$ cat config.mk
export PLATFORM = sky130hd
export DESIGN_NAME = brk_cmp_top
export DESIGN_NICKNAME = d
export VERILOG_FILES = /design/src/rtl/brk_pkg.sv /design/src/rtl/brk_regs.sv /design/src/rtl/brk_addr_cmp.sv /design/src/rtl/brk_data_cmp.sv /design/src/rtl/brk_cmp_top.sv
export SDC_FILE = /design/constraint.sdc
export NUM_CORES = 1
export LEC_CHECK = 0
export CORE_MARGIN = 4
export CORE_UTILIZATION = 25
export CTS_BUF_LIST = sky130_fd_sc_hd__clkbuf_8 sky130_fd_sc_hd__clkbuf_16
export DETAILED_ROUTE_END_ITERATION = 10
export PLACE_DENSITY = 0.57
export SKIP_LAST_GASP = 1
export SYNTH_ARGS = -nofsm -noshare
export SYNTH_HDL_FRONTEND = slang
export SYNTH_SLANG_ARGS = --single-unit
$ cat constraint.sdc
create_clock -name clk -period 8.8 [get_ports clk]
set_input_delay 1.76 -clock clk [delete_from_list [all_inputs] [get_ports clk]]
set_output_delay 1.76 -clock clk [all_outputs]
set_load 0.03 [all_outputs]
$ cat src/rtl/brk_pkg.sv
package brk_pkg;
  typedef enum logic [1:0] {
    SZ_NONE = 2'd0,
    SZ_BYTE = 2'd1,
    SZ_WORD = 2'd2,
    SZ_LONG = 2'd3
  } brk_size_e;

  // control layout, LSB first: size[1:0], data_en[2], on_rd[3], on_wr[4]
  typedef struct packed {
    logic      on_wr;
    logic      on_rd;
    logic      data_en;
    brk_size_e size;
  } brk_ctl_t;

  localparam int CTL_W = $bits(brk_ctl_t);

  localparam logic [4:0] OFF_ADDR  = 5'h00;
  localparam logic [4:0] OFF_AMASK = 5'h04;
  localparam logic [4:0] OFF_DATA  = 5'h08;
  localparam logic [4:0] OFF_DMASK = 5'h0C;
  localparam logic [4:0] OFF_CTL   = 5'h10;
endpackage

$ cat src/rtl/brk_regs.sv
module brk_regs
  import brk_pkg::*;
#(
  parameter int DW  = 32,
  parameter int RAW = 5
) (
  input  logic           clk,
  input  logic           rst_n,
  input  logic           reg_we,
  input  logic [RAW-1:0] reg_addr,
  input  logic [DW-1:0]  reg_wdata,
  output logic [DW-1:0]  reg_rdata,
  output logic [DW-1:0]  ref_addr_o,
  output logic [DW-1:0]  addr_mask_o,
  output logic [DW-1:0]  ref_data_o,
  output logic [DW-1:0]  data_mask_o,
  output brk_ctl_t       ctl_o
);
  localparam int PAD_W = DW - CTL_W;

  logic [DW-1:0] ra_q, am_q, rd_q, dm_q;
  logic [DW-1:0] ra_d, am_d, rd_d, dm_d;
  brk_ctl_t      ctl_q, ctl_d;
  logic          en_ra, en_am, en_rd, en_dm, en_ctl;

  // clock enables per register
  always_comb begin
    en_ra  = reg_we && (reg_addr == OFF_ADDR);
    en_am  = reg_we && (reg_addr == OFF_AMASK);
    en_rd  = reg_we && (reg_addr == OFF_DATA);
    en_dm  = reg_we && (reg_addr == OFF_DMASK);
    en_ctl = reg_we && (reg_addr == OFF_CTL);
  end

  // next-state
  always_comb begin
    ra_d  = en_ra  ? reg_wdata : ra_q;
    am_d  = en_am  ? reg_wdata : am_q;
    rd_d  = en_rd  ? reg_wdata : rd_q;
    dm_d  = en_dm  ? reg_wdata : dm_q;
    ctl_d = en_ctl ? brk_ctl_t'(reg_wdata[CTL_W-1:0]) : ctl_q;
  end

  always_ff @(posedge clk or negedge rst_n) begin
    if (!rst_n) begin
      ra_q  <= '0;
      am_q  <= '0;
      rd_q  <= '0;
      dm_q  <= '0;
      ctl_q <= '0;
    end else begin
      ra_q  <= ra_d;
      am_q  <= am_d;
      rd_q  <= rd_d;
      dm_q  <= dm_d;
      ctl_q <= ctl_d;
    end
  end

  // read-back mux
  always_comb begin
    unique case (reg_addr)
      OFF_ADDR:  reg_rdata = ra_q;
      OFF_AMASK: reg_rdata = am_q;
      OFF_DATA:  reg_rdata = rd_q;
      OFF_DMASK: reg_rdata = dm_q;
      OFF_CTL:   reg_rdata = {{PAD_W{1'b0}}, ctl_q};
      default:   reg_rdata = '0;
    endcase
  end

  assign ref_addr_o  = ra_q;
  assign addr_mask_o = am_q;
  assign ref_data_o  = rd_q;
  assign data_mask_o = dm_q;
  assign ctl_o       = ctl_q;

  // an address-register write is visible on the next cycle
  p_addr_write_lands_r2: assert property (@(posedge clk) disable iff (!rst_n)
    (reg_we && reg_addr == OFF_ADDR) |=> (ref_addr_o == $past(reg_wdata)));

  // a data-mask write is visible on the next cycle
  p_dmask_write_lands_r2: assert property (@(posedge clk) disable iff (!rst_n)
    (reg_we && reg_addr == OFF_DMASK) |=> (data_mask_o == $past(reg_wdata)));

  // no write strobe means every register holds its value
  p_hold_without_write_r11: assert property (@(posedge clk) disable iff (!rst_n)
    !reg_we |=> ($stable(ref_addr_o) && $stable(ref_data_o) && $stable(ctl_o)));
endmodule

$ cat src/rtl/brk_addr_cmp.sv
module brk_addr_cmp #(
  parameter int AW = 32
) (
  input  logic [AW-1:0] bus_addr,
  input  logic [AW-1:0] ref_addr,
  input  logic [AW-1:0] mask,
  output logic          hit_o
);
  logic [AW-1:0] diff;

  always_comb begin
    diff  = (bus_addr ^ ref_addr) & ~mask;
    hit_o = (diff == '0);
  end

  // a fully masked address always matches
  always_comb begin
    if (&mask) begin
      p_full_mask_hits_r3: assert (hit_o);
    end
  end

  // an exact address always matches
  always_comb begin
    if (bus_addr == ref_addr) begin
      p_exact_addr_hits_r3: assert (hit_o);
    end
  end
endmodule

$ cat src/rtl/brk_data_cmp.sv
module brk_data_cmp
  import brk_pkg::*;
#(
  parameter int DW = 32
) (
  input  logic [DW-1:0] bus_data,
  input  logic [DW-1:0] ref_data,
  input  logic [DW-1:0] mask,
  input  brk_size_e     size,
  input  logic          addr_lsb,
  output logic          hit_o
);
  localparam int NB          = DW / 8;
  localparam int WORD_BYTES  = 2;
  localparam int LANE_EVEN   = 1;  // byte at even address: bits 15:8
  localparam int LANE_ODD    = 0;  // byte at odd address:  bits 7:0

  logic [NB-1:0] lane_en;
  logic [NB-1:0] lane_ok;

  for (genvar i = 0; i < NB; i++) begin : g_lane
    logic [7:0] d;
    assign d = (bus_data[8*i +: 8] ^ ref_data[8*i +: 8]) & ~mask[8*i +: 8];
    assign lane_en[i] = (size == SZ_LONG)
                      | ((size == SZ_WORD) & (i < WORD_BYTES))
                      | ((size == SZ_BYTE) & (addr_lsb ? (i == LANE_ODD) : (i == LANE_EVEN)));
    assign lane_ok[i] = !lane_en[i] || (d == 8'h00);
  end

  assign hit_o = &lane_ok;

  // a byte compare enables exactly one lane
  always_comb begin
    if (size == SZ_BYTE) begin
      p_byte_one_lane_r6: assert ($countones(lane_en) == 1);
    end
  end

  // a fully masked data word always matches
  always_comb begin
    if (&mask) begin
      p_full_mask_hits_r4: assert (hit_o);
    end
  end
endmodule

$ cat src/rtl/brk_cmp_top.sv
module brk_cmp_top
  import brk_pkg::*;
#(
  parameter int DW  = 32,
  parameter int RAW = 5
) (
  input  logic           clk,
  input  logic           rst_n,
  input  logic           reg_we,
  input  logic [RAW-1:0] reg_addr,
  input  logic [DW-1:0]  reg_wdata,
  output logic [DW-1:0]  reg_rdata,
  input  logic           bus_valid,
  input  logic [DW-1:0]  bus_addr,
  input  logic [DW-1:0]  bus_data,
  input  logic [1:0]     bus_size,
  input  logic           bus_wr,
  output logic           brk_o
);
  localparam int SYNC_STAGES = 2;

  // reset: asserts asynchronously, releases on the clock
  logic [SYNC_STAGES-1:0] rst_sync_q;
  logic                   rst_int_n;

  always_ff @(posedge clk or negedge rst_n) begin
    if (!rst_n) rst_sync_q <= '0;
    else        rst_sync_q <= {rst_sync_q[SYNC_STAGES-2:0], 1'b1};
  end
  assign rst_int_n = rst_sync_q[SYNC_STAGES-1];

  logic [DW-1:0] ref_addr, addr_mask, ref_data, data_mask;
  brk_ctl_t      ctl;
  logic          addr_hit, data_hit;

  brk_regs #(.DW(DW), .RAW(RAW)) regs_i (
    .clk        (clk),
    .rst_n      (rst_int_n),
    .reg_we     (reg_we),
    .reg_addr   (reg_addr),
    .reg_wdata  (reg_wdata),
    .reg_rdata  (reg_rdata),
    .ref_addr_o (ref_addr),
    .addr_mask_o(addr_mask),
    .ref_data_o (ref_data),
    .data_mask_o(data_mask),
    .ctl_o      (ctl)
  );

  brk_addr_cmp #(.AW(DW)) acmp_i (
    .bus_addr(bus_addr),
    .ref_addr(ref_addr),
    .mask    (addr_mask),
    .hit_o   (addr_hit)
  );

  brk_data_cmp #(.DW(DW)) dcmp_i (
    .bus_data(bus_data),
    .ref_data(ref_data),
    .mask    (data_mask),
    .size    (ctl.size),
    .addr_lsb(bus_addr[0]),
    .hit_o   (data_hit)
  );

  logic size_ok, data_ok, kind_ok, brk_d, brk_q;

  always_comb begin
    size_ok = (ctl.size == SZ_NONE) || (bus_size == ctl.size);
    data_ok = !(ctl.data_en && (ctl.size != SZ_NONE)) || data_hit;
    kind_ok = bus_wr ? ctl.on_wr : ctl.on_rd;
    brk_d   = bus_valid && addr_hit && size_ok && data_ok && kind_ok;
  end

  always_ff @(posedge clk or negedge rst_int_n) begin
    if (!rst_int_n) brk_q <= 1'b0;
    else            brk_q <= brk_d;
  end

  assign brk_o = brk_q;

  // a pulse always follows a valid access
  p_pulse_after_valid_r10: assert property (@(posedge clk) disable iff (!rst_int_n)
    brk_o |-> $past(bus_valid));

  // a pulse needs an enabled access kind
  p_pulse_needs_kind_r9: assert property (@(posedge clk) disable iff (!rst_int_n)
    brk_o |-> $past(bus_wr ? ctl.on_wr : ctl.on_rd));

  // a pulse under a selected size means the access had that size
  p_pulse_size_r8: assert property (@(posedge clk) disable iff (!rst_int_n)
    (brk_o && $past(ctl.size) != SZ_NONE) |-> ($past(bus_size) == $past(ctl.size)));
endmodule

==> results.tsv, run 1 <==
metric	value	unit
Least-Margin Pin Slew	1.04	ns
crit path DAT	4.29	ns
unrepaired setup endpoints after global routing	no	
Crit. End Element	output pin	
hold_sp	rst_sync_q[0]$_DFF_PN0_	
kind of critical path	in -> out	
commonest cells in the netlist	dfrtp_1, mux2_2, xnor2_1	
post-synth top area cell	dfrtp_1	
Synth cell types	31	
Final TNS setup	0	ns
PostCTS Resize Cnt	0	
GRT overflow	0	
IO Pins	141	
Avg Synthesized Cell Area	14.0	um2
antenna viol nets, final	0	
Pins Over Slew Limit	0	
area share of the largest cell type after synthesis	48.1	%
r2r setup slk	6.85	ns
most used flip-flop cell after synthesis	dfrtp_1	
Seq cells post-synth	136	
Reg-to-Reg Start	rst_sync_q[1]$_DFF_PN0_	
placed cell count	1008	
Crit path required time	7.04	ns
initial antenna violation count	1	
Nets	757	
FFs w/ async S/R, synth	100	%
r2r worst-path depth	1	
die area	31100	um2
Synth Warn #	0	
vias in the first global route	5168	
CP max stage cell	clkdlybuf4s50_1	
Hold Vio Cnt, Final	0	
share of layout cells above drive strength 1	31.6	%
CP max FO	22	
top cells by area, synth	dfrtp_1, mux2_2, mux4_2	
area grow syn2layout	34.8	%
Vias/cell	4.50	
largest net degree at the start of global routing	77	
total track usage	13.8	%
Layout Cells excl Fill	1041	
clock latency on the worst-skew pair	0.42	ns
DRC Markers	0	
crit path launch type	primary input	
1st-pass router iterations	4	
Place WS	2.63	ns
FF-to-FF End	regs_i.addr_mask_o[25]$_DFFE_PN0P_	
H-tree depth	4	
outcome	complete, no violations	
Pwr per Cell Area	221	nW/um2
Post-Syn Nets	615	
hold depth	0	
Final Skew	0.00884	ns
final period utilization	68.8	%
Final min period	6.05	ns
Worst path max stage delay	0.63	ns
root buffer cell	clkbuf_16	
total clock sinks	136	
Row Count	61	
Setup-failing EPs final	0	
final core occ	34.3	%
Worst VDD drop	120	uV
WL/cell	20.2	um
CP cell instances	buf_2 > buf_4 > nor2_1 > and3_1 > a22oi_1 > o21ai_0 > clkdlybuf4s50_1	
max_cap viols	0	
Die H	176	um
first-pass GRT wire length	32.0	mm
# hold bufs at CTS	0	
final WL	21.0	mm
Worst Hold Class	reg -> reg	
PnR worst setup slack	2.75	ns
core area	27900	um2
slew margin rel.	30.3	%
hold worst-path end	rst_sync_q[1]$_DFF_PN0_	
leakage power total	3.97	nW
clock buffer depth	2	
TritonCTS clock tree	done	
DP HPWL	15.1	mm
PortBufs	140	
DIE WIDTH	176	um
sequential share of the synthesized area	48.1	%
Worst-path clk slew	0.06	ns
Post-synth EDFFs	0	
GP Congestion	0.747	
post-CTS setup buffer count	0	
Mapped Area	7080	um2
Syn Inst Count	507	
crit path from	reg_addr[3]	
most frequent cell after synthesis	dfrtp_1	
maximum operating frequency	0.165	GHz
Detailed Route Iter0 Violations	240	
Num CTS Buffers	17	
initial core utilization	25.4	%
via count	4689	
==> layout make-up <==
class | count | area (um2)
clock inverter | 14 | 220
multi-input combinational | 343 | 3540
sequential | 136 | 3410
antenna | 1 | 2.50
fill | 2786 | 18300
tap | 378 | 473
inverter | 3 | 11.3
timing repair buffer | 148 | 1450
clock buffer | 18 | 439
==> logic make-up after synthesis <==
logic type / Yosys count / share of synthesized area (%)
compound gates: 58 / 5.09
xor+xnor: 64 / 7.92
buf+inv: 28 / 2.05
flops: 136 / 48.1
mux: 166 / 32.2
other cells: 1 / 0.0530
simple gates: 54 / 4.63
==> through the flow <==
stage	instance area [um2]	hold WS (ns)	power (mW)
finish	9550	0.353	2.11
CTS	9540	0.353	2.14
detailed placement	8880	0.339	1.32
global placement	8880	0.336	1.31
floorplan	7080	0.331	1.14
global route	9550	0.368	2.21
==> how the worst max path moves through the flow <==
stage | endpoint | cells after the start
floorplan | reg_rdata[0] | 5
global placement | reg_rdata[5] | 5
detailed placement | reg_rdata[9] | 5
CTS | reg_rdata[7] | 5
global route | reg_rdata[7] | 5
finish | reg_rdata[3] | 7
==> per-layer routing <==
metal | vias to the layer above | track usage (%) | wire [um]
met2 | 101 | 21.7 | 9850
met5 | - | 0 | 0
li1 | 2169 | - | -
met3 | 11 | 3.08 | 956
met4 | 0 | 3.54 | 194
met1 | 2408 | 19.3 | 10100
==> placed cells by master (no fill, tap or decap), types with 2 or more instances in the layout <==
cell type	count
a21oi_1	5
a22oi_1	5
a31oi_1	5
and2_1	27
buf_2	2
buf_4	8
bufinv_16	5
clkbuf_16	17
clkdlybuf4s50_1	138
clkinvlp_4	4
dfrtp_1	135
inv_1	3
inv_6	3
mux2_2	104
mux2_4	30
mux2i_1	5
mux4_2	27
nand2_1	2
nor2_1	9
nor3_1	2
nor4_1	5
o2111ai_1	2
o21ai_0	10
o22a_1	2
o22ai_1	29
xnor2_1	64
==> state kept, by name, indices dropped and copies added, names as in the netlist <==
name	cells
brk_o	1
regs_i.ctl_o	5
regs_i.addr_mask_o	32
regs_i.ref_addr_o	32
regs_i.data_mask_o	32
rst_sync_q	2
regs_i.ref_data_o	32
==> critical path: cells and delay by family <==
family | cells | cell delay (ns)
buffers and inverters | 3 | 1.55
AND/OR/NAND/NOR | 2 | 0.53
AO/OA/AOI/OAI | 2 | 0.41
==> where the power goes <==
group / leakage [nW] / internal [mW] / switching [mW] / total, mW
Sequential: 1.74 / 0.746 / 0.118 / 0.865
Clock: 0.310 / 0.513 / 0.292 / 0.805
Combinational: 1.92 / 0.278 / 0.159 / 0.437
Power figures use the tool's default switching activity.
==> run 2: changes to the inputs <==
--- a/config.mk
+++ b/config.mk
@@ -9,7 +9,7 @@
 export CORE_UTILIZATION = 25
 export CTS_BUF_LIST = sky130_fd_sc_hd__clkbuf_8 sky130_fd_sc_hd__clkbuf_16
 export DETAILED_ROUTE_END_ITERATION = 10
-export PLACE_DENSITY = 0.57
+export PLACE_DENSITY = 0.58
 export SKIP_LAST_GASP = 1
 export SYNTH_ARGS = -nofsm -noshare
 export SYNTH_HDL_FRONTEND = slang
==> constraint.sdc (replaced) <==
create_clock -name clk -period 5 [get_ports clk]
set_input_delay 1 -clock clk [delete_from_list [all_inputs] [get_ports clk]]
set_output_delay 1 -clock clk [all_outputs]
set_load 0.03 [all_outputs]
==> results.tsv, run 2 (synthesized netlist as in run 1, its figures left out) <==
metric	value	unit	change
outcome	complete, no violations		unchanged
DRC Markers	0		unchanged
max_cap viols	0		unchanged
Int Power	2.61	mW	was 1.54 mW
die area	31100	um2	unchanged
vias in the first global route	5143		was 5168
DIE WIDTH	176	um	unchanged
CP cell instances	clkdlybuf4s50_1 > or3_4 > nor3b_4 > a22oi_1 > o21ai_0 > clkdlybuf4s50_1		was buf_2 > buf_4 > nor2_1 > and3_1 > a22oi_1 > o21ai_0 > clkdlybuf4s50_1
combinational share of power	21.4	%	was 20.7%
Setup-failing EPs final	0		unchanged
CP max FO	6		was 22
Clock power frac	36.4	%	was 38.2%
core area	27900	um2	unchanged
DP HPWL	15.7	mm	was 15.1 mm
maximum operating frequency	0.232	GHz	
commonest non-fill, non-tap cells in the layout	clkdlybuf4s50_1, dfrtp_1, mux2_2		unchanged
root buffer cell	clkbuf_16		unchanged
total clock sinks	136		unchanged
Row Count	61		unchanged
Layout Cells excl Fill	1042		was 1041
H-tree depth	4		unchanged
Sequential Power Share	42.1	%	was 41.0%
final WL	21.4	mm	was 21.0 mm
Psw	1.00	mW	was 0.569 mW
antenna viol nets, final	0		unchanged
leakage power total	3.98	nW	was 3.97 nW
slew margin rel.	29.7	%	was 30.3%
Hold Vio Cnt, Final	0		unchanged
Sw Ratio	27.7	%	was 27.0%
first-pass GRT wire length	32.5	mm	was 32.0 mm
Num CTS Buffers	17		unchanged
crit-path most repeated cell	clkdlybuf4s50_1		
total track usage	14.1	%	was 13.8%
initial core utilization	25.4	%	unchanged
Detailed Route Iter0 Violations	209		was 240
Worst-path clk slew	0.06	ns	about the same
ANT cells	0		was 1
CP max stage cell	clkdlybuf4s50_1		unchanged
Pins Over Slew Limit	0		unchanged
Worst VDD drop	158	uV	was 120 uV
Final Skew	0.0113	ns	was 0.00884 ns
GP Congestion	0.743		was 0.747
initial antenna violation count	0		was 1
r2r setup slk	2.99	ns	was 6.85 ns
Crit. End Element	output pin		unchanged
kind of critical path	in -> out		unchanged
PortBufs	140		unchanged
post-CTS setup buffer count	0		unchanged
area grow syn2layout	34.8	%	about the same
share of layout cells above drive strength 1	31.8	%	was 31.6%
crit path launch type	primary input		unchanged
unrepaired setup endpoints after global routing	no		unchanged
TritonCTS clock tree	done		unchanged
Pwr per Cell Area	378	nW/um2	was 221 nW/um2
clock latency on the worst-skew pair	0.42	ns	about the same
1st-pass router iterations	4		unchanged
IO Pins	141		unchanged
crit path DAT	3.32	ns	was 4.29 ns
most common cell after layout, fill and taps aside	clkdlybuf4s50_1		unchanged
clock buffer depth	2		unchanged
placed cell count	1010		was 1008
GRT overflow	0		unchanged
Worst Hold Class	reg -> reg		unchanged
Nets	759		was 757
largest net degree at the start of global routing	61		was 77
Final TNS setup	0	ns	unchanged
via count	4695		was 4689
WL/cell	20.6	um	was 20.2 um
Vias/cell	4.51		was 4.50
# hold bufs at CTS	0		unchanged
Least-Margin Pin Slew	1.05	ns	was 1.04 ns
final period utilization	86.4	%	
Worst path max stage delay	0.73	ns	was 0.63 ns
Final min period	4.32	ns	
FILL cells	2801		was 2786
PostCTS Resize Cnt	0		unchanged
Crit path required time	4.00	ns	was 7.04 ns
Die H	176	um	unchanged
run 2: final timing paths:
| kind | to | startpoint | depth (start not counted) |
|---|---|---|---|
| setup reg to reg | brk_o$_DFF_PN0_ | regs_i.ref_data_o[16]$_DFFE_PN0P_ | 6 |
| hold / removal | rst_sync_q[1]$_DFF_PN0_ | rst_sync_q[0]$_DFF_PN0_ | 0 |
| setup / recovery | reg_rdata[1] | reg_addr[4] | 6 |
| max in group asynchronous | regs_i.ref_addr_o[8]$_DFFE_PN0P_ | rst_sync_q[1]$_DFF_PN0_ | 1 |
| min in group asynchronous | regs_i.addr_mask_o[2]$_DFFE_PN0P_ | rst_sync_q[1]$_DFF_PN0_ | 0 |
| hold reg to reg | rst_sync_q[1]$_DFF_PN0_ | rst_sync_q[0]$_DFF_PN0_ | 0 |
run 2: critical path: cells and delay by family:
family,cells,cell delay [ns]
compound gates,2,0.30
simple gates,2,0.81
buf+inv,2,1.19
run 2: power by group through the flow:
stage               clock, mW  sequential, mW  combinational, mW
finish                   1.31            1.52              0.773
detailed placement          0            1.54              0.786
global placement            0            1.54              0.775
global route             1.40            1.56              0.840
CTS                      1.35            1.52              0.789
floorplan                   0            1.47              0.533
run 2: routing by layer:
layer | share of wire [%] | vias up | GRT usage (%)
met5 | 0 | - | 0
met4 | 0.79 | 0 | 3.12
met3 | 4.0 | 12 | 2.74
met2 | 48 | 104 | 22.8
met1 | 48 | 2403 | 19.6
li1 | - | 2176 | -
run 2: cell type report:
cell class                      count  area, um2  area share, %
Clock inverter                     14        171           1.80
Timing Repair Buffer              150       1500           15.8
Multi-Input combinational cell    343       3540           37.1
Inverter                            3       11.3          0.118
Sequential cell                   136       3410           35.7
Tap cell                          378        473           4.95
Clock buffer                       18        439           4.60
run 2: per-stage QoR:
step	instance area, um2	util, %	power, mW	hold WS, ns	setup WS (ns)
2_1_floorplan	7080	-	2.01	0.331	0.930
3_3_place_gp	8940	32.1	2.31	0.332	0.700
3_5_place_dp	8940	32.1	2.33	0.335	0.713
4_1_cts	9550	34.3	3.66	0.350	0.698
5_1_grt	9550	34.3	3.80	0.360	0.611
6_report	9550	34.3	3.61	0.349	0.682
==> run 3: changes to the inputs <==
--- a/config.mk
+++ b/config.mk
@@ -5,6 +5,7 @@
 export SDC_FILE = /design/constraint.sdc
 export NUM_CORES = 1
 export LEC_CHECK = 0
+export ABC_CLOCK_PERIOD_IN_PS = 5000
 export CORE_MARGIN = 4
 export CORE_UTILIZATION = 25
 export CTS_BUF_LIST = sky130_fd_sc_hd__clkbuf_8 sky130_fd_sc_hd__clkbuf_16
@@ -13,4 +14,5 @@
 export SKIP_LAST_GASP = 1
 export SYNTH_ARGS = -nofsm -noshare
 export SYNTH_HDL_FRONTEND = slang
+export SYNTH_HIERARCHICAL = 1
 export SYNTH_SLANG_ARGS = --single-unit
==> results.tsv, run 3 <==
metric	value	unit	change
r2r worst-path depth	7		was 6
final core occ	33.9	%	was 34.3%
post-synth top area cell	dfrtp_1		unchanged
root buffer cell	clkbuf_16		unchanged
most used flip-flop cell after synthesis	dfrtp_1		unchanged
kind of critical path	in -> out		unchanged
core area	27800	um2	was 27900 um2
Sequential Power Share	43.7	%	was 42.1%
post-CTS setup buffer count	0		unchanged
Final Skew	0.00996	ns	was 0.0113 ns
Final TNS setup	0	ns	unchanged
main combinational cell family by area after synthesis	multiplexers		unchanged
Crit. End Element	output pin		unchanged
Post-Syn Nets	599		was 615
DP HPWL	15.5	mm	was 15.7 mm
Synth Warn #	6		was 0
1st-pass router iterations	4		unchanged
area grow syn2layout	33.8	%	was 34.8%
combinational share of power	21.9	%	was 21.4%
top cells by area, synth	dfrtp_1, mux2_2, mux4_2		unchanged
area share of the largest cell type after synthesis	48.4	%	was 48.1%
Worst Hold Class	reg -> reg		unchanged
hold_sp	rst_sync_q[0]$_DFF_PN0_		unchanged
Final min period	4.25	ns	was 4.32 ns
Pins Over Slew Limit	0		unchanged
final WL	21.6	mm	was 21.4 mm
Crit path required time	4.00	ns	about the same
ANT cells	0		unchanged
# hold bufs at CTS	0		unchanged
Hold Vio Cnt, Final	0		unchanged
multiplexer share of the synthesized area	32.0	%	was 32.2%
Post-synth EDFFs	0		unchanged
max_cap viols	0		unchanged
Worst VDD drop	187	uV	was 158 uV
Design Area, Final	9410	um2	was 9550 um2
sequential share of the synthesized area	48.4	%	was 48.1%
Setup-failing EPs final	0		unchanged
DIE WIDTH	176	um	about the same
GRT overflow	0		unchanged
commonest non-fill, non-tap cells in the layout	clkdlybuf4s50_1, dfrtp_1, mux2_2		unchanged
share of layout cells above drive strength 1	32.5	%	was 31.8%
area of the multi-input gates	3470	um2	was 3540 um2
total clock sinks	136		unchanged
total track usage	14.2	%	was 14.1%
FILL cells	2812		was 2801
FFs w/ async S/R, synth	100	%	unchanged
Mapped Area	7030	um2	was 7080 um2
most frequent cell after synthesis	dfrtp_1		unchanged
Compound-Gate Fraction of Synth Area	4.00	%	was 5.09%
H-tree depth	4		unchanged
Vias/cell	4.59		was 4.51
dpl cell area	8850	um2	was 8940 um2
DRC Markers	0		unchanged
Total Power	3.48	mW	was 3.61 mW
leakage power total	3.77	nW	was 3.98 nW
TritonCTS clock tree	done		unchanged
clock latency on the worst-skew pair	0.41	ns	was 0.42 ns
Worst-path clk slew	0.06	ns	about the same
r2r setup slk	2.78	ns	was 2.99 ns
Psw	0.987	mW	was 1.00 mW
Synth Area in XOR/XNOR	7.97	%	was 7.92%
initial antenna violation count	1		was 0
IO Pins	141		unchanged
Int Power	2.50	mW	was 2.61 mW
via count	4717		was 4695
outcome	complete, no violations		unchanged
Least-Margin Pin Slew	0.851	ns	was 1.05 ns
initial core utilization	25.3	%	was 25.4%
unrepaired setup endpoints after global routing	no		unchanged
Num CTS Buffers	17		unchanged
Die H	176	um	about the same
maximum operating frequency	0.235	GHz	was 0.232 GHz
Seq cells post-synth	136		unchanged
FF-to-FF End	brk_o$_DFF_PN0_		unchanged
clock buffer depth	2		unchanged
Sequential Area	3410	um2	unchanged
commonest cells in the netlist	dfrtp_1, mux2_2, xnor2_1		unchanged
die area	30900	um2	was 31100 um2
Pwr per Cell Area	370	nW/um2	was 378 nW/um2
crit path launch type	primary input		unchanged
most common cell after layout, fill and taps aside	clkdlybuf4s50_1		unchanged
Row Count	61		unchanged
final period utilization	85.1	%	was 86.4%
PortBufs	140		unchanged
crit path DAT	3.25	ns	was 3.32 ns
CP max FO	20		was 6
Reg-to-Reg Start	regs_i/ref_data_o[13]$_DFFE_PN0P_		was regs_i.ref_data_o[16]$_DFFE_PN0P_
vias in the first global route	5030		was 5143
Simple-Gate Fraction of Synth Area	5.32	%	was 4.63%
first-pass GRT wire length	32.2	mm	was 32.5 mm
Adder-Cell Fraction of Synth Area	0	%	unchanged
Syn Inst Count	491		was 507
PostCTS Resize Cnt	0		unchanged
Nets	745		was 759
slew margin rel.	43.3	%	was 29.7%
Synth cell types	33		was 31
antenna viol nets, final	0		unchanged
GP Congestion	0.766		was 0.743
largest net degree at the start of global routing	54		was 61
Avg Synthesized Cell Area	14.3	um2	was 14.0 um2
Critical Path End	reg_rdata[1]		unchanged
Detailed Route Iter0 Violations	244		was 209
WL/cell	21.0	um	was 20.6 um
Min Hold Slack	0.356	ns	was 0.349 ns
Clock power frac	34.4	%	was 36.4%
Sw Ratio	28.3	%	was 27.7%
crit path from	reg_addr[2]		was reg_addr[4]
-- run 3: cell types whose count changed after synthesis, sizes merged, moves of 3 or more --
cell and delta:
mux4 +5, a22o +5, a31oi -4, nor4 +5, a21oi -3, mux2i -5
o22ai +4, o21ai -10, nand2b +3, a22oi -5, nor2 -7
-- run 3: worst min path at each step --
| stage | slack, ns | cells after the start | end |
|---|---|---|---|
| floorplan | 0.33 | 0 | rst_sync_q[1]$_DFF_PN0_ |
| global placement | 0.34 | 0 | rst_sync_q[1]$_DFF_PN0_ |
| detailed placement | 0.34 | 0 | rst_sync_q[1]$_DFF_PN0_ |
| CTS | 0.36 | 0 | rst_sync_q[1]$_DFF_PN0_ |
| global route | 0.36 | 0 | rst_sync_q[1]$_DFF_PN0_ |
| finish | 0.36 | 0 | rst_sync_q[1]$_DFF_PN0_ |
-- run 3: area by class of cell --
cell class	instances	share of cell area, %
clock buffer	19	4.81
clock inverter	13	1.13
inverter	1	0.0399
multi-input combinational	329	36.9
sequential	136	36.2
tap	378	5.03
timing repair buffer	152	15.9
-- run 3: power by group through the flow --
| stage | combinational, mW | sequential [mW] | clock, mW |
|---|---|---|---|
| floorplan | 0.520 | 1.47 | 0 |
| global placement | 0.764 | 1.55 | 0 |
| detailed placement | 0.772 | 1.55 | 0 |
| CTS | 0.777 | 1.53 | 1.23 |
| global route | 0.825 | 1.56 | 1.28 |
| finish | 0.762 | 1.52 | 1.20 |
-- run 3: per-layer routing --
layer | global-route usage (%) | share of wire [%]
met5 | 0 | 0
met4 | 3.28 | 0.95
met3 | 3.55 | 4.9
met2 | 22.6 | 47
met1 | 19.5 | 47
-- run 3: per-stage QoR --
| step | worst slack [ns] | instances |
|---|---|---|
| 2_1_floorplan | 0.930 | 491 |
| 3_3_place_gp | 0.674 | 996 |
| 3_5_place_dp | 0.679 | 996 |
| 4_1_cts | 0.675 | 1028 |
| 5_1_grt | 0.566 | 1028 |
| 6_report | 0.746 | 1028 |
-- run 3: cells by family after synthesis --
| group | Yosys count |
|---|---|
| XOR/XNOR | 64 |
| AND/OR/NAND/NOR | 55 |
| other | 1 |
| multiplexers | 166 |
| buffers and inverters | 26 |
| AO/OA/AOI/OAI | 43 |
| flip-flops | 136 |
-- run 3: critical path, stage by stage --
cell,delay [ns]
buf_2,0.63
buf_12,0.28
mux4_2,0.53
a22o_1,0.19
clkdlybuf4s50_1,0.59
